[src/rtl/qdiv_pkg.sv]
package qdiv_pkg;

  localparam int QD_W     = 16;
  localparam int QD_WIDE  = 2 * QD_W;
  localparam int QD_CNT_W = $clog2(QD_WIDE);

  typedef logic [QD_W-1:0]     word_t;
  typedef logic [QD_WIDE-1:0]  wide_t;
  typedef logic [QD_CNT_W-1:0] cnt_t;

  // operands prepared for the magnitude loop
  typedef struct packed {
    wide_t num_mag;
    word_t den_mag;
    logic  q_neg;
    logic  den_zero;
    logic  a_neg;
  } job_t;

  // partial remainder and shifting numerator/quotient
  typedef struct packed {
    word_t rem;
    wide_t num;
  } step_t;

  function automatic wide_t sext_word(input word_t v);
    return {{QD_W{v[QD_W-1]}}, v};
  endfunction

  // sign-extend and move the binary point up by frac bits
  function automatic wide_t prescale(input word_t a, input int unsigned frac);
    wide_t x;
    x = sext_word(a);
    return x << frac;
  endfunction

  // divisor / 2, truncated toward zero
  function automatic wide_t half_toward_zero(input word_t b);
    wide_t bw;
    bw = sext_word(b);
    if (bw[QD_WIDE-1]) return -((-bw) >> 1);
    return bw >> 1;
  endfunction

  // round-to-nearest bias: add when signs agree, subtract otherwise
  function automatic wide_t apply_bias(input wide_t s, input word_t b);
    wide_t h;
    h = half_toward_zero(b);
    if (s[QD_WIDE-1] == b[QD_W-1]) return s + h;
    return s - h;
  endfunction

  function automatic wide_t mag_wide(input wide_t x);
    return x[QD_WIDE-1] ? -x : x;
  endfunction

  function automatic word_t mag_word(input word_t x);
    return x[QD_W-1] ? -x : x;
  endfunction

  // one restoring iteration: shift in the next numerator bit, try to subtract
  function automatic step_t div_step(input step_t s, input word_t den);
    logic [QD_W:0] sh;
    logic [QD_W:0] diff;
    step_t r;
    sh       = {s.rem, s.num[QD_WIDE-1]};
    diff     = sh - {1'b0, den};
    r.num    = {s.num[QD_WIDE-2:0], 1'b0};
    if (sh >= {1'b0, den}) begin
      r.rem    = diff[QD_W-1:0];
      r.num[0] = 1'b1;
    end else begin
      r.rem    = sh[QD_W-1:0];
    end
    return r;
  endfunction

  // sign fix-up, wrap to word, zero-divisor override
  function automatic word_t finish_quotient(input wide_t qmag, input logic neg,
                                            input logic zero, input logic a_neg);
    wide_t q;
    if (zero) return a_neg ? {1'b1, {(QD_W-1){1'b0}}} : {1'b0, {(QD_W-1){1'b1}}};
    q = neg ? -qmag : qmag;
    return q[QD_W-1:0];
  endfunction

endpackage

[src/rtl/qdiv_prep.sv]
module qdiv_prep
  import qdiv_pkg::*;
#(
  parameter int FRAC_W = 8
) (
  input  logic [QD_W-1:0] dividend,
  input  logic [QD_W-1:0] divisor,
  output job_t            job,
  output logic            bias_added
);

  if (FRAC_W < 0 || FRAC_W >= QD_W) begin : g_frac_range
    $error("qdiv_prep: FRAC_W out of range");
  end

  wide_t scaled;
  wide_t biased;

  always_comb begin
    scaled       = prescale(dividend, FRAC_W);
    biased       = apply_bias(scaled, divisor);
    bias_added   = (scaled[QD_WIDE-1] == divisor[QD_W-1]);
    job.num_mag  = mag_wide(biased);
    job.den_mag  = mag_word(divisor);
    job.q_neg    = biased[QD_WIDE-1] ^ divisor[QD_W-1];
    job.den_zero = (divisor == '0);
    job.a_neg    = dividend[QD_W-1];
  end

endmodule

[src/rtl/qdiv_iter.sv]
module qdiv_iter
  import qdiv_pkg::*;
(
  input  logic               clk,
  input  logic               rst_n,
  input  logic               load,
  input  logic [QD_WIDE-1:0] num_in,
  input  logic [QD_W-1:0]    den_in,
  output logic               busy,
  output logic               done,
  output logic               last_step,
  output logic [QD_WIDE-1:0] quo_mag
);

  localparam cnt_t LAST_CNT = cnt_t'(QD_WIDE - 1);

  step_t st_q;
  step_t st_next;
  word_t den_q;
  cnt_t  cnt_q;

  assign st_next   = div_step(st_q, den_q);
  assign last_step = busy && (cnt_q == LAST_CNT);
  assign quo_mag   = st_q.num;

  always_ff @(posedge clk or negedge rst_n) begin
    if (!rst_n) begin
      busy  <= 1'b0;
      done  <= 1'b0;
      cnt_q <= '0;
      den_q <= '0;
      st_q  <= '0;
    end else begin
      done <= 1'b0;
      if (load) begin
        busy     <= 1'b1;
        cnt_q    <= '0;
        den_q    <= den_in;
        st_q.rem <= '0;
        st_q.num <= num_in;
      end else if (busy) begin
        st_q  <= st_next;
        cnt_q <= cnt_q + 1'b1;
        if (last_step) begin
          busy <= 1'b0;
          done <= 1'b1;
        end
      end
    end
  end

endmodule

[src/rtl/qdiv_fix.sv]
module qdiv_fix
  import qdiv_pkg::*;
(
  input  logic [QD_WIDE-1:0] quo_mag,
  input  logic               q_neg,
  input  logic               den_zero,
  input  logic               a_neg,
  output logic [QD_W-1:0]    quotient
);

  always_comb quotient = finish_quotient(quo_mag, q_neg, den_zero, a_neg);

endmodule

[src/rtl/qdiv_round_seq.sv]
module qdiv_round_seq
  import qdiv_pkg::*;
#(
  parameter int FRAC_W = 8
) (
  input  logic            clk,
  input  logic            rst_n,
  input  logic            start,
  input  logic [QD_W-1:0] dividend,
  input  logic [QD_W-1:0] divisor,
  output logic            busy,
  output logic            done,
  output logic [QD_W-1:0] quotient,
  output logic            div_by_zero
);

  logic  accept;
  logic  last_step;
  logic  bias_added;
  job_t  job;
  wide_t quo_mag;
  logic  q_neg_q;
  logic  zero_q;
  logic  a_neg_q;

  assign accept = start & ~busy;

  qdiv_prep #(.FRAC_W(FRAC_W)) u_prep (
    .dividend   (dividend),
    .divisor    (divisor),
    .job        (job),
    .bias_added (bias_added)
  );

  qdiv_iter u_iter (
    .clk       (clk),
    .rst_n     (rst_n),
    .load      (accept),
    .num_in    (job.num_mag),
    .den_in    (job.den_mag),
    .busy      (busy),
    .done      (done),
    .last_step (last_step),
    .quo_mag   (quo_mag)
  );

  always_ff @(posedge clk or negedge rst_n) begin
    if (!rst_n) begin
      q_neg_q <= 1'b0;
      zero_q  <= 1'b0;
      a_neg_q <= 1'b0;
    end else if (accept) begin
      q_neg_q <= job.q_neg;
      zero_q  <= job.den_zero;
      a_neg_q <= job.a_neg;
    end
  end

  qdiv_fix u_fix (
    .quo_mag  (quo_mag),
    .q_neg    (q_neg_q),
    .den_zero (zero_q),
    .a_neg    (a_neg_q),
    .quotient (quotient)
  );

  assign div_by_zero = zero_q;

endmodule

[config.mk]
export PLATFORM = sky130hd
export DESIGN_NAME = qdiv_round_seq
export DESIGN_NICKNAME = d
export VERILOG_FILES = /design/src/rtl/qdiv_pkg.sv /design/src/rtl/qdiv_prep.sv /design/src/rtl/qdiv_iter.sv /design/src/rtl/qdiv_fix.sv /design/src/rtl/qdiv_round_seq.sv
export SDC_FILE = /design/constraint.sdc
export NUM_CORES = 1
export LEC_CHECK = 0
export ABC_AREA = 1
export ABC_CLOCK_PERIOD_IN_PS = 4800
export BUFFER_PORTS_ARGS = -buffer_cell sky130_fd_sc_hd__buf_2
export CAP_MARGIN = 30
export CORE_MARGIN = 5
export CORE_UTILIZATION = 55
export CTS_CLUSTER_SIZE = 25
export DETAILED_ROUTE_END_ITERATION = 10
export GPL_TIMING_DRIVEN = 0
export PLACE_DENSITY = 0.8
export SYNTH_ARGS = -nofsm -noshare
export SYNTH_HDL_FRONTEND = slang
export SYNTH_SLANG_ARGS = --single-unit
[constraint.sdc]
create_clock -name clk -period 4.8 [get_ports clk]
set_input_delay 0.48 -clock clk [delete_from_list [all_inputs] [get_ports clk]]
set_output_delay 0.48 -clock clk [all_outputs]
set_load 0.005 [all_outputs]
### Word-level counts from Yosys, hierarchy flattened

Index checks and enable logic that the tools add are counted.
Widths: inputs -> output; s select.

| storage, ports and cells | value |
|---|---|
| bits in registers | 74 |
| bits of input ports | 35 |
| output and inout port bits | 19 |
| word-level logic and storage cells | 52 |

| cells by class | value |
|---|---|
| add/sub/neg operators | 9 |
| $lt $le $gt $ge | 1 |
| eq/ne operators | 2 |
| muxes and demuxes | 25 |
| bitwise logic cells | 3 |
| reduce and logical (&&, ||, !) cells | 3 |

Operator list:

| operator | number |
|---|---|
| $mux 32 | 5 |
| $mux 16 | 6 |
| $mux 48 | 2 |
| $neg 32->32 | 2 |
| $add 32x32->32 | 1 |
| $neg 16->16 | 2 |
| $neg 31->32 | 1 |
| $sub 32x32->32 | 1 |
| $ge 17x16->1 | 1 |
| $logic_not 16->1 | 1 |
| $sub 16x16->16 | 1 |
| $mux 1 | 10 |
| $mux 5 | 2 |
| $add 5x1->5 const B | 1 |
| $eq 5x5->1 const B | 1 |
| $reduce_bool 2->1 | 1 |
| $and 1x1->1 | 1 |
| $eq 1x1->1 | 1 |
| $logic_and 1x1->1 | 1 |
| $not 1->1 | 1 |
| $xor 1x1->1 | 1 |

### Depth between registers and ports, before layout

Gate-level depths: netlist of the first run.

| logic depth | value |
|---|---|
| depth after elaboration | 10 |
| depth in mapped cells | 40 |
| gate-level depth less buffers | 40 |

### Cells and area by module

From an unflattened synthesis of the first run, not the netlist that was laid out.

| unflattened totals | value |
|---|---|
| cells, all modules | 1,776 |
| area, all modules | 10,492.6 sq um |

Modules (own cells, without submodules):

| module | instances | cells each | area an instance (sq um) | sequential area each (sq um) |
|---|---|---|---|---|
| qdiv_prep | 1 | 1,042 | 5,356.4 | 0.0 |
| qdiv_iter | 1 | 600 | 4,439.3 | 1,776.7 |
| qdiv_fix | 1 | 119 | 570.5 | 0.0 |
| qdiv_round_seq | 1 | 15 | 126.4 | 75.1 |

### Worst setup path after synthesis of the first run

No wires, ideal clock.

| path | value |
|---|---|
| path type | input -> register |
| start | input divisor[4] |
| end | register u_iter.st_q (netlist bit u_iter.quo_mag[10]) |
| library setup time | 0.117 ns |
| arrival | 4.509 ns |
| data required time | 4.683 ns |
| path slack | 0.174 ns |
| cell stages on the path | 35 |
| path buffers | 1 |
| path through | nor2_2 nand2_1 nor2_2 nand4_1 nor2_1 nand2_1 nor2_2 nand2_1 ha_1 nand2_1 nor2_1 nand4_1 nand2_1 inv_1 nand2_1 ha_1 inv_1 nor2_1 a21oi_1 inv_1 a21oi_1 inv_1 a21oi_1 nand2_1 a21oi_1 xnor2_1 nand2_1 nand2_4 inv_4 buf_6 nand2_1 xnor2_1 nand2_1 nand2_1 nand2_1 |

| between the ends | value |
|---|---|
| longest elaborated chain between the ends | 10 |
| elaborated cells on any way between the ends | 11 |
| classes of those cells | add/sub: 5; mux: 6 |

RTL lines:

| item | line | text |
|---|---|---|
| start: declaration | qdiv_round_seq.sv:10 | `input logic [QD_W-1:0] divisor,` |
| $neg 32->32 | qdiv_pkg.sv:41 | `if (bw[QD_WIDE-1]) return -((-bw) >> 1);` |
| $neg 31->32 | qdiv_pkg.sv:41 |  |
| $mux 32 | qdiv_pkg.sv:41 |  |
| $mux 32 * | qdiv_pkg.sv:42 | `return bw >> 1;` |
| $add 32x32->32 | qdiv_pkg.sv:49 | `if (s[QD_WIDE-1] == b[QD_W-1]) return s + h;` |
| $mux 32 | qdiv_pkg.sv:49 |  |
| $mux 32 * | qdiv_pkg.sv:50 | `return s - h;` |
| $neg 32->32 | qdiv_pkg.sv:54 | `return x[QD_WIDE-1] ? -x : x;` |
| $mux 32 * | qdiv_pkg.sv:54 |  |
| $mux 48 * | qdiv_iter.sv:35 | `if (load) begin` |
| end signal: assignment | qdiv_iter.sv:42 | `st_q <= st_next;` |
| end: declaration | qdiv_iter.sv:17 | `step_t st_q;` |

Every way passes the cells marked *; elsewhere a longest branch is shown, timed or not. The select of a mux whose other input is x is not followed.
A chain may end at the register's enable or synchronous reset.

### Worst setup path in the final report of the first run

| path | value |
|---|---|
| start | input divisor[5] |
| end | register u_iter.st_q (netlist bit u_iter.quo_mag[22]) |

The elaborated chain is that of the path after synthesis.

==> results of run 1 <==
-- cells in the final DEF, fill, tap and decap left out, types with 19 or more instances in the layout --
cell	synthesis	routed
nand2_1	410	386
inv_1	225	209
nor2_1	177	138
nand3_1	126	114
a21oi_1	110	83
o21ai_0	94	82
dfrtp_1	74	74
buf_4	4	62
ha_1	79	62
buf_2	7	56
nand2_2	29	48
nor2_2	11	33
clkbuf_1	34	27
nor2_4	8	25
xor2_1	28	24
inv_2	12	24
a21oi_2	1	22
nor3_1	22	21
o21ai_1	19	21
nand4_1	20	20
nand3_2	9	19
-- worst reg2reg max path: stages, from the launching register on --
cell	delay (ns)
dfrtp_1	0.39
inv_1	0.09
ha_1	0.30
a21oi_1	0.07
nor2_1	0.08
nor2_1	0.07
o21ai_0	0.27
a21oi_1	0.12
o21bai_1	0.26
nand3_1	0.11
o311ai_0	0.13
nand2_1	0.14
nand2_1	0.18
clkbuf_1	0.44
a21oi_1	0.16
o21ai_0	0.12
o21ai_0	0.12
-- cell families (layout without fill, tap and decap cells) --
kind of cell    after synthesis  count (layout)  synth area share
simple gates                846             846            0.3793
compound gates              313             313            0.1833
buf+inv                     291             413            0.1134
fa+ha+maj                    81              81            0.1029
flops                        74              74            0.1852
xor+xnor                     40              40           0.03504
mux                           1               1          0.001001
-- power by group --
part	switching (mW)	internal [mW]	leakage [nW]
sequential	0.229	0.958	0.844
combinational	2.06	1.35	5.03
clock	0.272	0.459	0.157
total	2.56	2.77	6.03
-- timing repair --
action / 4_1_cts / 5_1_grt
resized for setup: 50 / 197
pin swaps: 11 / 82
setup buffers: 15 / 43
setup endpoints to repair: 32 / 32
cloned: 0 / 0
-- layout make-up --
cell class	count	area, um^2	area share
Buffer	43	214.0	0.01743
Multi-Input combinational cell	1281	7919	0.6453
Sequential cell	74	1852	0.1509
Clock inverter	7	98.84	0.008055
Clock buffer	9	225.2	0.01835
Inverter	242	923.4	0.07524
Tap cell	229	286.5	0.02335
Timing Repair Buffer	112	753.2	0.06138
-- metal layers --
metal,global-route usage,vias to the layer above,share of wire
li1,-,5649,-
met1,0.4165,5533,0.42
met2,0.4862,665,0.45
met3,0.02925,141,0.087
met4,0.1095,2,0.043
met5,0,-,0.00039
-- worst paths after layout --
| path | to | startpoint |
|---|---|---|
| worst max-delay path | u_iter.quo_mag[22]$_DFFE_PN0P_ | divisor[5] |
| worst min-delay path | u_iter.st_q[35]$_DFFE_PN0P_ | rst_n |
| worst max register to register | u_iter.st_q[40]$_DFFE_PN0P_ | u_iter.den_q[1]$_DFFE_PN0P_ |
| worst min register to register | u_iter.quo_mag[17]$_DFFE_PN0P_ | u_iter.quo_mag[17]$_DFFE_PN0P_ |
| max in group asynchronous | u_iter.quo_mag[25]$_DFFE_PN0P_ | rst_n |
| min in group clk | u_iter.quo_mag[17]$_DFFE_PN0P_ | u_iter.quo_mag[17]$_DFFE_PN0P_ |
-- state kept, by name (all words and copies together) (netlist names) --
register / cells
u_iter.quo_mag: 32
u_iter.den_q: 16
u_iter.st_q: 16
u_iter.cnt_q: 5
a_neg_q: 1
div_by_zero: 1
q_neg_q: 1
u_iter.busy: 1
u_iter.done: 1
==> impl_metrics.env, run 1 <==
export IMPL_worst_pin_slew_ns=0.9303
export IMPL_cp_depth=34
export IMPL_holdCritPathClass="input port to asynchronous set/reset pin"
export IMPL_max_cap_viol_count=0
export IMPL_numCtsBuffers=9
export IMPL_antenna_found_initial=1
export IMPL_min_period_ns=4.784
export IMPL_netlist_instances=1646
export IMPL_rows=49
export IMPL_hpwl_um=24820
export IMPL_crit_family="simple AND/OR/NAND/NOR gates"
export IMPL_r2r_setup_slack_ns=1.61
export IMPL_crit_fanout=10
export IMPL_clk_path_buf_depth=2
export IMPL_synth_top_area_frac=0.1852
export IMPL_root_buffer="clkbuf_16"
export IMPL_max_freq_mhz=209.0
export IMPL_placed_area_um2=10580
export IMPL_setup_slack_ns=0.01583
export IMPL_track_usage=0.3000
export IMPL_dr_total_vias=11990
export IMPL_grt_ovfl_total=0
export IMPL_post_place_ws_ns=-1.671
export IMPL_floorplan_die_height_um=144.8
export IMPL_finClkSkew_ns=0.005965
export IMPL_avgViaCountPerCell=6.004
export IMPL_crit_type="input port to register"
export IMPL_crit_top_cell="nand2_2"
export IMPL_n_antenna_cell=0
export IMPL_async_flop_share=1.000
export IMPL_synth_most_common_cell="nand2_1"
export IMPL_status="completed"
export IMPL_synth_nets=1762
export IMPL_stdcell_area_um2=12270
export IMPL_cts_tree="built"
export IMPL_crit_path_top_delay_cell="xor2_1"
export IMPL_fin_crit_sh=0.9967
export IMPL_setup_tns_final_ns=0
export IMPL_cts_hold_buf=0
export IMPL_worst_r2r_cell_count=16
export IMPL_cts_sinks=74
export IMPL_placedCellCount=1929
export IMPL_synth_flop_cell="dfrtp_1"
export IMPL_critical_path_buf_inv_count=6
export IMPL_ir_drop_mv=0.2834
export IMPL_place_port_buffers=53
export IMPL_final_cells=1997
export IMPL_yosys_area_top_type="dfrtp_1"
export IMPL_hold_viol=0
export IMPL_ios=54
export IMPL_grt_pass1_vias=10380
export IMPL_wl_per_cell_um=16.90
export IMPL_slew_headroom=0.3798
export IMPL_grt_pass1_wl_um=50810
export IMPL_htree_levels=3
export IMPL_clkTransAtPathRegs_ns=0.06
export IMPL_powerDensity_nw_per_um2=434.8
export IMPL_cpPeakStageDelay_ns=0.26
export IMPL_syn_to_final_growth_pct=22.72
export IMPL_ys_seq_area_frac=0.1852
export IMPL_synth_commonest_cells="nand2_1, inv_1, nor2_1"
export IMPL_drt_iter0_markers=1271
export IMPL_maxSlewViolCount=0
export IMPL_fillers=1528
export IMPL_die_area_um2=20980
export IMPL_drive_gt1_frac=0.2234
export IMPL_wl_um=33750
export IMPL_leakage_nw=6.030
export IMPL_core_area_um2=17900
export IMPL_ys_seq_elements=74
export IMPL_cp_end_kind="register"
export IMPL_fp_dieW_um=144.8
export IMPL_hold_ws_ns=0.1523
export IMPL_synth_warnings=0
export IMPL_clkLatencyLatePin_ns=0.34
export IMPL_ys_types=59
export IMPL_drt_pass1_iterations=6
export IMPL_critPathRequiredTime_ns=5.02
export IMPL_grt_max_degree=75
export IMPL_cp_data_arrival_time_ns=5.00
export IMPL_postLayoutCoreUtil=0.6855
export IMPL_drc=0
export IMPL_setup_viol=0
export IMPL_start_kind="input port"
export IMPL_finalNetCount=1879
export IMPL_netlist_top_cells_area="dfrtp_1, nand2_1, ha_1"
export IMPL_synth_area_um2=10000
export IMPL_drtAntennaViolNets=0
export IMPL_initial_core_util=0.5586
export IMPL_synth_edf_count=0
export IMPL_place_congestion=1.018
export IMPL_power_mw=5.336
export IMPL_syn_area_per_cell_um2=6.075
Power figures use the tool's default switching activity.
==> run 2: changes to the inputs <==
ABC_CLOCK_PERIOD_IN_PS = 4760   (was 4800)
clock period = 4.76 ns   (was 4.8 ns; I/O delays follow)
==> impl_metrics.env, run 2 (synthesized netlist as in run 1, its figures left out) <==
export IMPL_min_period_ns=4.883
export IMPL_clkLatencyLatePin_ns=0.34
export IMPL_switching_share=0.4808
export IMPL_crit_path_top_delay_cell="ha_2"
export IMPL_setup_slack_ns=-0.1227
export IMPL_cts_sinks=74
export IMPL_largest_reg_flops=32
export IMPL_power_switching_mw=2.596
export IMPL_grt_pass1_wl_um=50940
export IMPL_reg2reg_from="u_iter.den_q[1]$_DFFE_PN0P_"
export IMPL_syn_to_final_growth_pct=23.56
export IMPL_place_congestion=1.018
export IMPL_final_common_cell="nand2_1"
export IMPL_setup_viol=7
export IMPL_wl_um=34250
export IMPL_worst_r2r_cell_count=16
export IMPL_fp_dieW_um=144.8
export IMPL_htree_levels=3
export IMPL_cts_hold_buf=0
export IMPL_clk_path_buf_depth=2
export IMPL_dr_total_vias=11940
export IMPL_clockPowerShare=0.137
export IMPL_place_port_buffers=53
export IMPL_grt_max_degree=75
export IMPL_grt_pass1_vias=10400
export IMPL_drc=0
export IMPL_avgViaCountPerCell=5.969
export IMPL_leakage_nw=6.083
export IMPL_track_usage=0.3008
export IMPL_critPathRequiredTime_ns=4.98
export IMPL_rows=49
export IMPL_numCtsBuffers=9
export IMPL_die_area_um2=20980
export IMPL_floorplan_die_height_um=144.8
export IMPL_root_buffer="clkbuf_16"
export IMPL_grt_ovfl_total=0
export IMPL_cp_data_arrival_time_ns=5.10
export IMPL_start_kind="input port"
export IMPL_cts_tree="built"
export IMPL_n_antenna_cell=0
export IMPL_max_cap_viol_count=0
export IMPL_rsz0062_at_grt="yes"
export IMPL_drt_pass1_iterations=8
export IMPL_crit_type="input port to register"
export IMPL_p_int_mw=2.804
export IMPL_pwr_share_seq=0.221
export IMPL_setup_tns_final_ns=-0.4105
export IMPL_maxSlewViolCount=0
export IMPL_crit_fanout=6
export IMPL_max_freq_mhz=204.8
export IMPL_hold_viol=0
export IMPL_drive_gt1_frac=0.2325
export IMPL_hpwl_um=24820
export IMPL_clkTransAtPathRegs_ns=0.06
export IMPL_rr_endpoint="u_iter.st_q[40]$_DFFE_PN0P_"
export IMPL_violations="negative setup slack"
export IMPL_r2r_setup_slack_ns=1.58
export IMPL_slew_headroom=0.5433
export IMPL_antenna_found_initial=0
export IMPL_crit_top_cell="nand2_1"
export IMPL_finClkSkew_ns=0.006379
export IMPL_initial_core_util=0.5586
export IMPL_drtAntennaViolNets=0
export IMPL_holdCritPathClass="input port to asynchronous set/reset pin"
export IMPL_mostFrequentLayoutCells="nand2_1, inv_1, nor2_1, nand3_1, a21oi_1"
export IMPL_wl_per_cell_um=17.11
export IMPL_cpPeakStageDelay_ns=0.29
export IMPL_core_area_um2=17900
export IMPL_post_place_ws_ns=-1.707
export IMPL_drt_iter0_markers=1301
export IMPL_ios=54
export IMPL_worst_pin_slew_ns=0.6850
export IMPL_fin_crit_sh=1.026
export IMPL_powerDensity_nw_per_um2=437.0
export IMPL_ir_drop_mv=0.2849
export IMPL_status="finished with violations"
export IMPL_finalNetCount=1883
export IMPL_cp_end_kind="register"
export IMPL_pwr_share_comb=0.642
[run 2: how the worst max path moves through the flow]
stage / from / end / slack (ns) / cells after the start
6_report: divisor[5] / u_iter.quo_mag[25]$_DFFE_PN0P_ / -0.12 / 36
5_1_grt: divisor[5] / u_iter.quo_mag[30]$_DFFE_PN0P_ / -0.26 / 35
4_1_cts: divisor[2] / u_iter.quo_mag[29]$_DFFE_PN0P_ / -0.007 / 36
3_5_place_dp: divisor[0] / u_iter.quo_mag[29]$_DFFE_PN0P_ / -1.71 / 30
3_3_place_gp: divisor[0] / u_iter.quo_mag[29]$_DFFE_PN0P_ / -1.65 / 30
2_1_floorplan: divisor[4] / u_iter.quo_mag[10]$_DFFE_PN0P_ / 0.14 / 35
[run 2: through the flow]
step / area, um^2 / util / instances / hold slack, ns / total power, mW
floorplan: 10000 / - / 1646 / 0.1804 / 3.525
global placement: 10550 / 0.5894 / 1928 / 0.4571 / 4.222
detailed placement: 10580 / 0.5911 / 1929 / 0.4605 / 4.342
CTS: 11260 / 0.6291 / 1958 / 0.1603 / 5.156
global route: 12360 / 0.6902 / 2001 / 0.1774 / 5.892
finish: 12360 / 0.6902 / 2001 / 0.1510 / 5.399
[run 2: area by class of cell]
type	instances	area, um^2
Inverter	242	923.4
Clock buffer	9	225.2
Tap cell	229	286.5
Buffer	42	211.5
Fill cell	1520	5547
Sequential cell	74	1852
Multi-Input combinational cell	1281	7955
Timing Repair Buffer	117	803.3
Clock inverter	7	98.84
[run 2: layer usage]
metal	vias up	global-route usage	share of wire
met5	-	0	0
met4	0	0.1129	0.047
met3	146	0.02925	0.086
met2	702	0.4845	0.45
met1	5449	0.4188	0.41
li1	5647	-	-
[run 2: power groups by stage]
stage	logic (mW)	clock network (mW)	registers [mW]
2_1_floorplan	2.40	0	1.13
3_3_place_gp	3.04	0	1.18
3_5_place_dp	3.15	0	1.19
4_1_cts	3.23	0.742	1.19
5_1_grt	3.89	0.768	1.23
6_report	3.47	0.737	1.20
[run 2: timing repair]
| action | 4_1_cts | 5_1_grt |
|---|---|---|
| endpoints found under the setup margin | 32 | 32 |
| buffers inserted | 17 | 46 |
| gates resized for setup | 59 | 203 |
| hold endpoints to repair | 0 | 0 |
| pin swaps | 13 | 86 |
[run 2: critical path: cells and delay by family]
kind,cells,cell delay (ns)
compound gates,6,1.13
fa+ha+maj,2,0.56
buf+inv,5,0.52
simple gates,23,2.37
